`src/rtl/lmr_pkg.sv`:
```
package lmr_pkg;

  // Address falls inside the internal window [0, depth)
  function automatic logic in_window(input logic [31:0] a, input int unsigned depth);
    return a < depth;
  endfunction

  // Byte index lies in the region fed by the standby supply
  function automatic bit is_kept(input int unsigned idx, input int unsigned keep);
    return idx < keep;
  endfunction

  // Lead time satisfied: enough low-enable edges counted
  function automatic logic lead_ok(input int unsigned cnt, input int unsigned guard);
    return cnt >= guard;
  endfunction

endpackage

```
`src/rtl/lmr_decode.sv`:
```
module lmr_decode #(
  parameter int ADDR_W = 16,
  parameter int DEPTH  = 128,
  parameter int IDX_W  = 7
) (
  input  logic [ADDR_W-1:0] addr,
  input  logic              vma,
  input  logic              rd_wr,
  input  logic              ram_en,
  output logic              hit,
  output logic              hit_rd,
  output logic              hit_wr,
  output logic              drive_bus,
  output logic [IDX_W-1:0]  idx
);
  logic in_range;

  assign in_range  = lmr_pkg::in_window(32'(addr), DEPTH);
  assign hit       = vma & ram_en & in_range;
  assign hit_rd    = hit & rd_wr;
  assign hit_wr    = hit & ~rd_wr;
  assign drive_bus = hit | (vma & ~rd_wr);
  assign idx       = addr[IDX_W-1:0];
endmodule

```
`src/rtl/lmr_seqmon.sv`:
```
module lmr_seqmon #(
  parameter int GUARD_CYC = 3,
  parameter int CNT_W     = 2
) (
  input  logic clk,
  input  logic rst_n,
  input  logic ram_en,
  input  logic supply_ok,
  output logic supply_fall,
  output logic seq_violation,
  output logic seq_err
);
  logic [CNT_W-1:0] lead_cnt;
  logic             supply_q;

  always_ff @(posedge clk or negedge rst_n) begin
    if (!rst_n) begin
      lead_cnt <= '0;
    end else if (ram_en) begin
      lead_cnt <= '0;
    end else if (!lmr_pkg::lead_ok(32'(lead_cnt), GUARD_CYC)) begin
      lead_cnt <= lead_cnt + 1'b1;
    end
  end

  always_ff @(posedge clk or negedge rst_n) begin
    if (!rst_n) supply_q <= 1'b0;
    else        supply_q <= supply_ok;
  end

  assign supply_fall   = supply_q & ~supply_ok;
  assign seq_violation = supply_fall &
                         (ram_en | ~lmr_pkg::lead_ok(32'(lead_cnt), GUARD_CYC));

  always_ff @(posedge clk or negedge rst_n) begin
    if (!rst_n)             seq_err <= 1'b0;
    else if (seq_violation) seq_err <= 1'b1;
  end
endmodule

```
`src/rtl/lmr_store.sv`:
```
module lmr_store #(
  parameter int                DATA_W     = 8,
  parameter int                DEPTH      = 128,
  parameter int                IDX_W      = 7,
  parameter int                KEEP_BYTES = 32,
  parameter logic [DATA_W-1:0] POISON     = '1
) (
  input  logic              clk,
  input  logic              rst_n,
  input  logic              wr_en,
  input  logic              rd_en,
  input  logic [IDX_W-1:0]  idx,
  input  logic [DATA_W-1:0] wdata,
  input  logic              kill_keep,
  input  logic              kill_upper,
  output logic [DATA_W-1:0] rdata
);
  logic [DATA_W-1:0] mem [DEPTH];
  logic [DEPTH-1:0]  valid;

  always_ff @(posedge clk) begin
    if (wr_en) mem[idx] <= wdata;
  end

  for (genvar g = 0; g < DEPTH; g++) begin : g_byte
    localparam bit KEPT = lmr_pkg::is_kept(g, KEEP_BYTES);
    logic kill;
    logic vbit;

    if (KEPT) begin : g_kept
      assign kill = kill_keep;
    end else begin : g_lost
      assign kill = kill_upper;
    end

    always_ff @(posedge clk or negedge rst_n) begin
      if (!rst_n)                                   vbit <= 1'b0;
      else if (kill)                                vbit <= 1'b0;
      else if (wr_en && idx == IDX_W'(g))           vbit <= 1'b1;
    end

    assign valid[g] = vbit;
  end

  assign rdata = !rd_en      ? '0 :
                 valid[idx]  ? mem[idx] : POISON;
endmodule

```
`src/rtl/lowmem_ret_ram.sv`:
```
module lowmem_ret_ram #(
  parameter int ADDR_W     = 16,
  parameter int DATA_W     = 8,
  parameter int DEPTH      = 128,
  parameter int KEEP_BYTES = 32,
  parameter int GUARD_CYC  = 3
) (
  input  logic              clk,
  input  logic              rst_n,
  input  logic [ADDR_W-1:0] addr,
  input  logic              rd_wr,
  input  logic              vma,
  input  logic              ram_en,
  input  logic              supply_ok,
  input  logic [DATA_W-1:0] wdata,
  output logic [DATA_W-1:0] rdata,
  output logic              int_sel,
  output logic              dbus_oe,
  output logic              seq_err
);
  localparam int IDX_W = $clog2(DEPTH);
  localparam int CNT_W = $clog2(GUARD_CYC + 1);

  // Named internal events, visible to the bound checker
  logic             hit;
  logic             hit_rd;
  logic             hit_wr;
  logic             drive_bus;
  logic [IDX_W-1:0] idx;
  logic             supply_fall;
  logic             seq_violation;

  lmr_decode #(
    .ADDR_W(ADDR_W), .DEPTH(DEPTH), .IDX_W(IDX_W)
  ) u_decode (
    .addr(addr), .vma(vma), .rd_wr(rd_wr), .ram_en(ram_en),
    .hit(hit), .hit_rd(hit_rd), .hit_wr(hit_wr),
    .drive_bus(drive_bus), .idx(idx)
  );

  lmr_seqmon #(
    .GUARD_CYC(GUARD_CYC), .CNT_W(CNT_W)
  ) u_seqmon (
    .clk(clk), .rst_n(rst_n), .ram_en(ram_en), .supply_ok(supply_ok),
    .supply_fall(supply_fall), .seq_violation(seq_violation), .seq_err(seq_err)
  );

  lmr_store #(
    .DATA_W(DATA_W), .DEPTH(DEPTH), .IDX_W(IDX_W),
    .KEEP_BYTES(KEEP_BYTES), .POISON('1)
  ) u_store (
    .clk(clk), .rst_n(rst_n), .wr_en(hit_wr), .rd_en(hit_rd),
    .idx(idx), .wdata(wdata),
    .kill_keep(seq_violation), .kill_upper(~supply_ok),
    .rdata(rdata)
  );

  assign int_sel = hit;
  assign dbus_oe = drive_bus;
endmodule

```
`config.mk`:
```
export PLATFORM = sky130hd
export DESIGN_NAME = lowmem_ret_ram
export DESIGN_NICKNAME = d
export VERILOG_FILES = /design/src/rtl/lmr_pkg.sv /design/src/rtl/lmr_decode.sv /design/src/rtl/lmr_seqmon.sv /design/src/rtl/lmr_store.sv /design/src/rtl/lowmem_ret_ram.sv
export SDC_FILE = /design/constraint.sdc
export NUM_CORES = 1
export LEC_CHECK = 0
export ABC_CLOCK_PERIOD_IN_PS = 6300
export BUFFER_PORTS_ARGS = -buffer_cell sky130_fd_sc_hd__buf_4
export CORE_ASPECT_RATIO = 0.5
export CORE_UTILIZATION = 67
export DETAILED_ROUTE_END_ITERATION = 7
export GPL_ROUTABILITY_DRIVEN = 0
export PLACE_DENSITY = 0.84
export SKIP_LAST_GASP = 1
export SLEW_MARGIN = 20
export SYNTH_ARGS = -nofsm -noshare
export SYNTH_HDL_FRONTEND = slang
export SYNTH_SLANG_ARGS = --single-unit
```
`constraint.sdc`:
```
create_clock -name clk -period 6.3 [get_ports clk]
set_clock_uncertainty 0.2 [all_clocks]
set_input_delay 0.315 -clock clk [delete_from_list [all_inputs] [get_ports clk]]
set_output_delay 0.315 -clock clk [all_outputs]
set_load 0.01 [all_outputs]
```
-- Yosys cells after proc, flatten, opt, wreduce, memory -nomap -nowiden
Memories as Yosys holds them, arrays and structs flattened.
Cells that the tools add are included.
- add/sub/neg operators: 1
- magnitude comparators: 3
- equal/unequal tests: 224
- mux-type cells: 264
- bitwise operators: 12
- reductions and logical operators: 161
- operator list (operator ; number):
    7-bit == test, second input constant ; 64
    1-bit two-way mux ; 259
    7-bit by 6-bit == test with 1-bit output, second input constant ; 32
    2-bit by 1-bit inequality test with 1-bit output, second input constant ; 96
    1-bit logical AND ; 128
    7-bit by 5-bit == test with 1-bit output, second input constant ; 16
    2-bit nonzero test ; 32
    7-bit by 4-bit == test with 1-bit output, second input constant ; 8
    7-bit by 3-bit == test with 1-bit output, second input constant ; 4
    16-bit by 8-bit less-than comparator with 1-bit output, second input constant ; 1
    8-bit two-way mux ; 2
    7-bit by 2-bit == test with 1-bit output, second input constant ; 2
    7-bit by 8-bit less-than comparator with 1-bit output, second input constant ; 1
    1-bit AND ; 7
    1-bit binary-select mux with 7-bit select ; 1
    7-bit by 1-bit == test with 1-bit output, second input constant ; 1
    7-bit logical NOT ; 1
    2-bit two-way mux ; 2
    1-bit inverter ; 3
    2-bit by 1-bit adder with 2-bit output, second input constant ; 1
    2-bit greater-or-equal comparator, second input constant ; 1
    2-bit inequality test, second input constant ; 1
    1-bit bitwise OR ; 2
- register bits: 132
- RAM bits: 1024
- input bits: 30
- output and inout bits: 11
- logic and storage cells: 797
- memories: 1
- memories (memory ; depth ; width ; rd ports ; clocked after Yosys merged registers in ; wr ports ; RTL line ; source):
    u_store.mem ; 128 ; 8 ; 1 ; 0 ; 1 ; lmr_store.sv:18 ; logic [DATA_W-1:0] mem [DEPTH];

-- Longest topological paths before layout
- depth in word-level cells: 6
- gate-level depth with buffers: 10
- mapped depth without buffers: 6

-- Cells and area by module
From an unflattened synthesis, not the netlist that was laid out.
- cell total of the unflattened synthesis: 2476
- area, all modules: 45541.2 sq um
- by module, submodules not included (module ; times used ; cells an instance ; area an instance (sq um) ; sequential area each (sq um)):
    lmr_store ; 1 ; 2445 ; 45243.4 ; 33952.6
    lmr_seqmon ; 1 ; 13 ; 167.7 ; 100.1
    lmr_decode ; 1 ; 17 ; 126.4 ; 0.0
    lowmem_ret_ram ; 1 ; 1 ; 3.8 ; 0.0

-- Worst setup path before layout
OpenSTA, ideal clock, no wires.
- kind: input port to output port
- start: input port addr[0]
- end: output port rdata[2]
- arrival: 2.276 ns
- data required time: 5.785 ns
- slack: 3.509 ns
- cell stages on the path: 9
- path buffers: 4
- cells stage by stage: buf_6 > buf_6 > buf_4 > buf_2 > mux4_2 > a221oi_1 > o22ai_1 > o21bai_1 > o221ai_1
- longest elaborated chain between the ends: 4
- elaborated cells between the ends (all ways): 8
- those cells by class: order compare: 1; mux: 4; bitwise: 2; memory: 1
- RTL lines (element ; RTL line ; source):
    start: declaration ; lowmem_ret_ram.sv:10 ; input logic [ADDR_W-1:0] addr,
    1-bit binary-select mux with 7-bit select or 16-bit by 8-bit less-than comparator with 1-bit output (tied branches) ; lmr_store.sv:46, lmr_pkg.sv:5 ;
    1-bit two-way mux (not written as such) or 1-bit AND (tied branches) ; lmr_store.sv:46, lmr_decode.sv:19 ;
    8-bit two-way mux or 1-bit AND (tied branches) ; lmr_store.sv:46, lmr_decode.sv:20 ;
    8-bit two-way mux (*) ; lmr_store.sv:45 ; assign rdata = !rd_en ? '0 :
    end: declaration ; lowmem_ret_ram.sv:16 ; output logic [DATA_W-1:0] rdata,
Every way passes the cells marked *; elsewhere a longest branch is shown, timed or not. The select of a mux whose other input is x is not followed.

-- Worst setup path after layout
- start: input port addr[0]
- end: output port rdata[1]
Same word-level chain as after synthesis.

==> out/qor.log <==
[status] status complete, no violations
[logic_synthesis] count of synthesis-stage warnings from yosys 0
[sta] final hold vios 0
[logic_synthesis] instance count of the mapped netlist 2142
[logic_synthesis] register bit count reported by yosys 1156
[route] WL per Instance 35.6 um
[clock_network] number of gates given a new drive strength after cts 0
[layout] filler instances 3240
[layout] commonest non-fill, non-tap cells in the layout sky130_fd_sc_hd__edfxtp_1, sky130_fd_sc_hd__mux4_2, sky130_fd_sc_hd__nor2_1
[route] Starting DRT DRC Count 3987
[min_path] Hold WC Path Type in -> reg
[floorplan] overall die area 0.0679 mm2
[sta] worst slew pin tran 1290 ps
[setup_path] Worst Setup End Kind primary output
[sta] achievable frequency 217 MHz
[pwr] post-route total power 14800 uW
[clock_network] clock transition time at the flip-flop clock pins of the worst setup and hold paths 70 ps
[grt] largest net degree at the start of global routing 103
[logic_synthesis] mean post-synth cell area 20.9 um2
[logic_synthesis] most instantiated flip-flop cell in the synthesis netlist sky130_fd_sc_hd__edfxtp_1
[setup_path] critical path class in -> out
[logic_synthesis] fraction of registers with async set/reset 11.4%
[sta] setup repair after global routing missed its margin false
[logic_synthesis] Distinct cells, synth 53
[pwr] Clk pwr share 38.7%
[floorplan] number of placement rows 66
[setup_path] Buf+Inv Stages, Crit Path 3
[pwr] worst supply voltage drop on vdd 0.239 mV
[layout] area growth from synthesis to final layout 9.06%
[pwr] proportion of power drawn by flip-flops and latches 56.5%
[pwr] combinational group share of total power 4.8%
[pwr] total leakage power 0.0158 uW
[layout] leading cell type in the layout, fill and taps excluded sky130_fd_sc_hd__edfxtp_1
[setup_path] Critical Path Start Type input pin
[clock_network] number of buffers inserted during clock tree synthesis 91
[route] first drt pass iteration count 8
[clock_network] clk sinks 1156
[setup_path] origin of the critical flop-to-flop path u_seqmon.lead_cnt[0]
[clock_network] number of hold buffers added after cts 10
[route] Antenna Violating Nets Remaining 0
[route] via density per instance 7.65
[clock_network] H-Tree Level Count 3
[setup_path] library cell contributing the largest single delay on the critical path sky130_fd_sc_hd__nor4_2
[setup_path] cells traversed along the worst timing path buf_8 -> buf_12 -> mux4_2 -> mux2i_1 -> nor3_1 -> nor4_2 -> a32oi_2 -> o221ai_1 -> buf_4
[run] number of violations of the max-capacitance limit 0
[clock_network] deepest clock path buffer count 3
[logic_synthesis] part of the Yosys area used for sequential elements 76.0%
[min_path] worst hold stages 1
[setup_path] startpoint of the most critical setup path addr[0]
[sta] final-report setup violation count 0
[setup_path] Crit path required time 5780 ps
[floorplan] starting density of the core 68.4%
[setup_path] arrival time at the worst endpoint 4090 ps
[setup_path] largest stage delay on the critical path 590 ps
[floorplan] vertical die dimension 185 um
[route] via total after detailed routing 24072
[floorplan] boundary pin count 41
[logic_synthesis] net count of the mapped netlist 2173
[setup_path] cell class contributing the biggest share of worst-path delay buffers and inverters
[sta] final slew viol count 0
[grt] first-pass GRT wire length 162 mm
[pwr] Net Sw Power 3150 uW
[clock_network] Post CTS Setup Buffer Count 0
[clock_network] Root Driver sky130_fd_sc_hd__clkbuf_16
[clock_network] Clk Latency, worst-skew pair 650 ps
[sta] TNS Setup 0 ps
[sta] Max transition margin 13.4%
[floorplan] Floorplan Core Area 0.0655 mm2
[layout] Final Instance Area 0.0488 mm2
[grt] number of global-route vias before repair 23550
[placement] post-DP HPWL 63.2 mm
[pwr] Pwr Density 302 mW/mm2
[clock_network] TritonCTS clock tree done
[pwr] internal power of the cells 11600 uW
[floorplan] Die X-Extent 368 um
[route] number of remaining DRC errors 0
[logic_synthesis] count of flip-flops with a built-in enable after synthesis 1024
[placement] DP Area 0.0458 mm2
[pwr] switching power share of the total 21.3%
[grt] All-Layer GR Usage 33.8%
[logic_synthesis] combined area of all synthesized cells 0.0448 mm2
[sta] Final Critical Period 4600 ps
[sta] Tcrit/Tclk final 73.1%
[placement] count of input and output buffers 40
[route] Routed WL 112 mm
[min_path] beginning of the worst hold path wdata[6]
[grt] total overflow reported by the global router 0
[grt] initial antenna violation count 6
[layout] fraction of final layout cells with drive strength greater than 1 22.0%
[setup_path] worst reg2reg path depth 5
[setup_path] critical path peak fanout 65
[layout] Post-layout nets 2212
[setup_path] path length in cells of the critical path 9
==> flip-flops by register name, summed over array words and instances (netlist names) <==
name and flops:
u_seqmon.lead_cnt 2, u_seqmon.supply_q 1, u_store.mem 1024, u_seqmon.seq_err 1, u_store.g_byte.vbit 128
==> cells by family after synthesis <==
kind of cell / after synthesis / synth area share [%]
adders and majority gates: 1 / 0.0279
DFF: 1156 / 76.0
and+or+nand+nor: 231 / 2.25
xor gates and xnor gates: 1 / 0.0196
buffers and inverters: 136 / 1.51
AOI/OAI and AO/OA: 319 / 5.28
muxes: 298 / 14.9
==> cell type report <==
cell class	instances	area, um2	area share, %
Timing Repair Buffer	75	657	1.35
Inverter	7	26.3	0.0538
Clock inverter	43	377	0.771
Clock buffer	126	2530	5.18
Antenna cell	4	10.0	0.0205
Tap cell	884	1110	2.26
Sequential cell	1156	34100	69.7
Multi-Input combinational cell	850	10100	20.6
==> metrics by stage <==
step                utilization, %  std cells  hold slack [ps]  worst slack, ps
floorplan                        -       2142             -181             3510
global placement              70.0       2962              153             2000
detailed placement            70.0       2962              162             1900
CTS                           74.6       3141             9.46             1840
global route                  74.6       3141             24.0             1600
finish                        74.6       3145             12.1             1700
==> worst register-to-register path, stage by stage (launching register included) <==
cell                       delay (ps)
sky130_fd_sc_hd__dfrtp_1          370
sky130_fd_sc_hd__ha_1             250
sky130_fd_sc_hd__nand2b_1         110
sky130_fd_sc_hd__nand3b_1         120
sky130_fd_sc_hd__buf_4            400
sky130_fd_sc_hd__o21a_1           230
==> path summary, 6_finish.rpt <==
| kind | end | slack (ps) |
|---|---|---|
| max | rdata[1] | 1700 |
| min | u_store.mem[97][6] | 10 |
| max reg2reg | u_store.g_byte[29].vbit | 4570 |
| min reg2reg | u_store.g_byte[95].vbit | 290 |
| max in group asynchronous | u_store.g_byte[111].vbit | 4430 |
| min in group asynchronous | u_store.g_byte[23].vbit | 30 |
==> routing by layer <==
layer	routed length [um]	share of wire [%]	global-route usage [%]
met1	38800	35	47.5
met2	51700	46	51.1
met3	15700	14	9.19
met4	5730	5.1	14.6
met5	12	0.011	0
==> synth_stat cells (3+ instances only) <==
cell	n	share of area [%]
sky130_fd_sc_hd__nand2_1	36	0.30
sky130_fd_sc_hd__a31oi_1	3	0.042
sky130_fd_sc_hd__buf_6	9	0.23
sky130_fd_sc_hd__a22o_1	28	0.55
sky130_fd_sc_hd__o21bai_1	7	0.12
sky130_fd_sc_hd__mux4_1	8	0.47
sky130_fd_sc_hd__nor2b_1	7	0.098
sky130_fd_sc_hd__clkbuf_1	66	0.55
sky130_fd_sc_hd__mux2i_1	5	0.11
sky130_fd_sc_hd__nor2_1	137	1.1
sky130_fd_sc_hd__o21ai_0	4	0.045
sky130_fd_sc_hd__a221oi_1	28	0.55
sky130_fd_sc_hd__a211oi_1	7	0.12
sky130_fd_sc_hd__buf_4	18	0.30
sky130_fd_sc_hd__mux4_2	283	14
sky130_fd_sc_hd__o22ai_1	57	0.80
sky130_fd_sc_hd__a22oi_1	25	0.42
sky130_fd_sc_hd__or3_1	3	0.042
sky130_fd_sc_hd__a21oi_1	14	0.16
sky130_fd_sc_hd__buf_2	25	0.28
sky130_fd_sc_hd__buf_1	11	0.092
sky130_fd_sc_hd__nand3_1	8	0.089
sky130_fd_sc_hd__o221ai_1	7	0.14
sky130_fd_sc_hd__inv_1	6	0.050
sky130_fd_sc_hd__edfxtp_1	1024	69
sky130_fd_sc_hd__or2_2	3	0.042
sky130_fd_sc_hd__nand2b_1	5	0.070
sky130_fd_sc_hd__dfrtp_1	132	7.4
sky130_fd_sc_hd__o21a_1	128	2.1
sky130_fd_sc_hd__nor4_1	9	0.13
sky130_fd_sc_hd__nor3_1	13	0.15
==> power by group through the flow <==
stage	sequential [uW]	clock [uW]	combinational, uW
final	8340	5710	705
after global routing	8340	5980	728
after CTS	8340	5700	689
after detailed placement	8510	0	676
after global placement	8510	0	659
after floorplan	8510	0	383
Power figures use the tool's default switching activity.
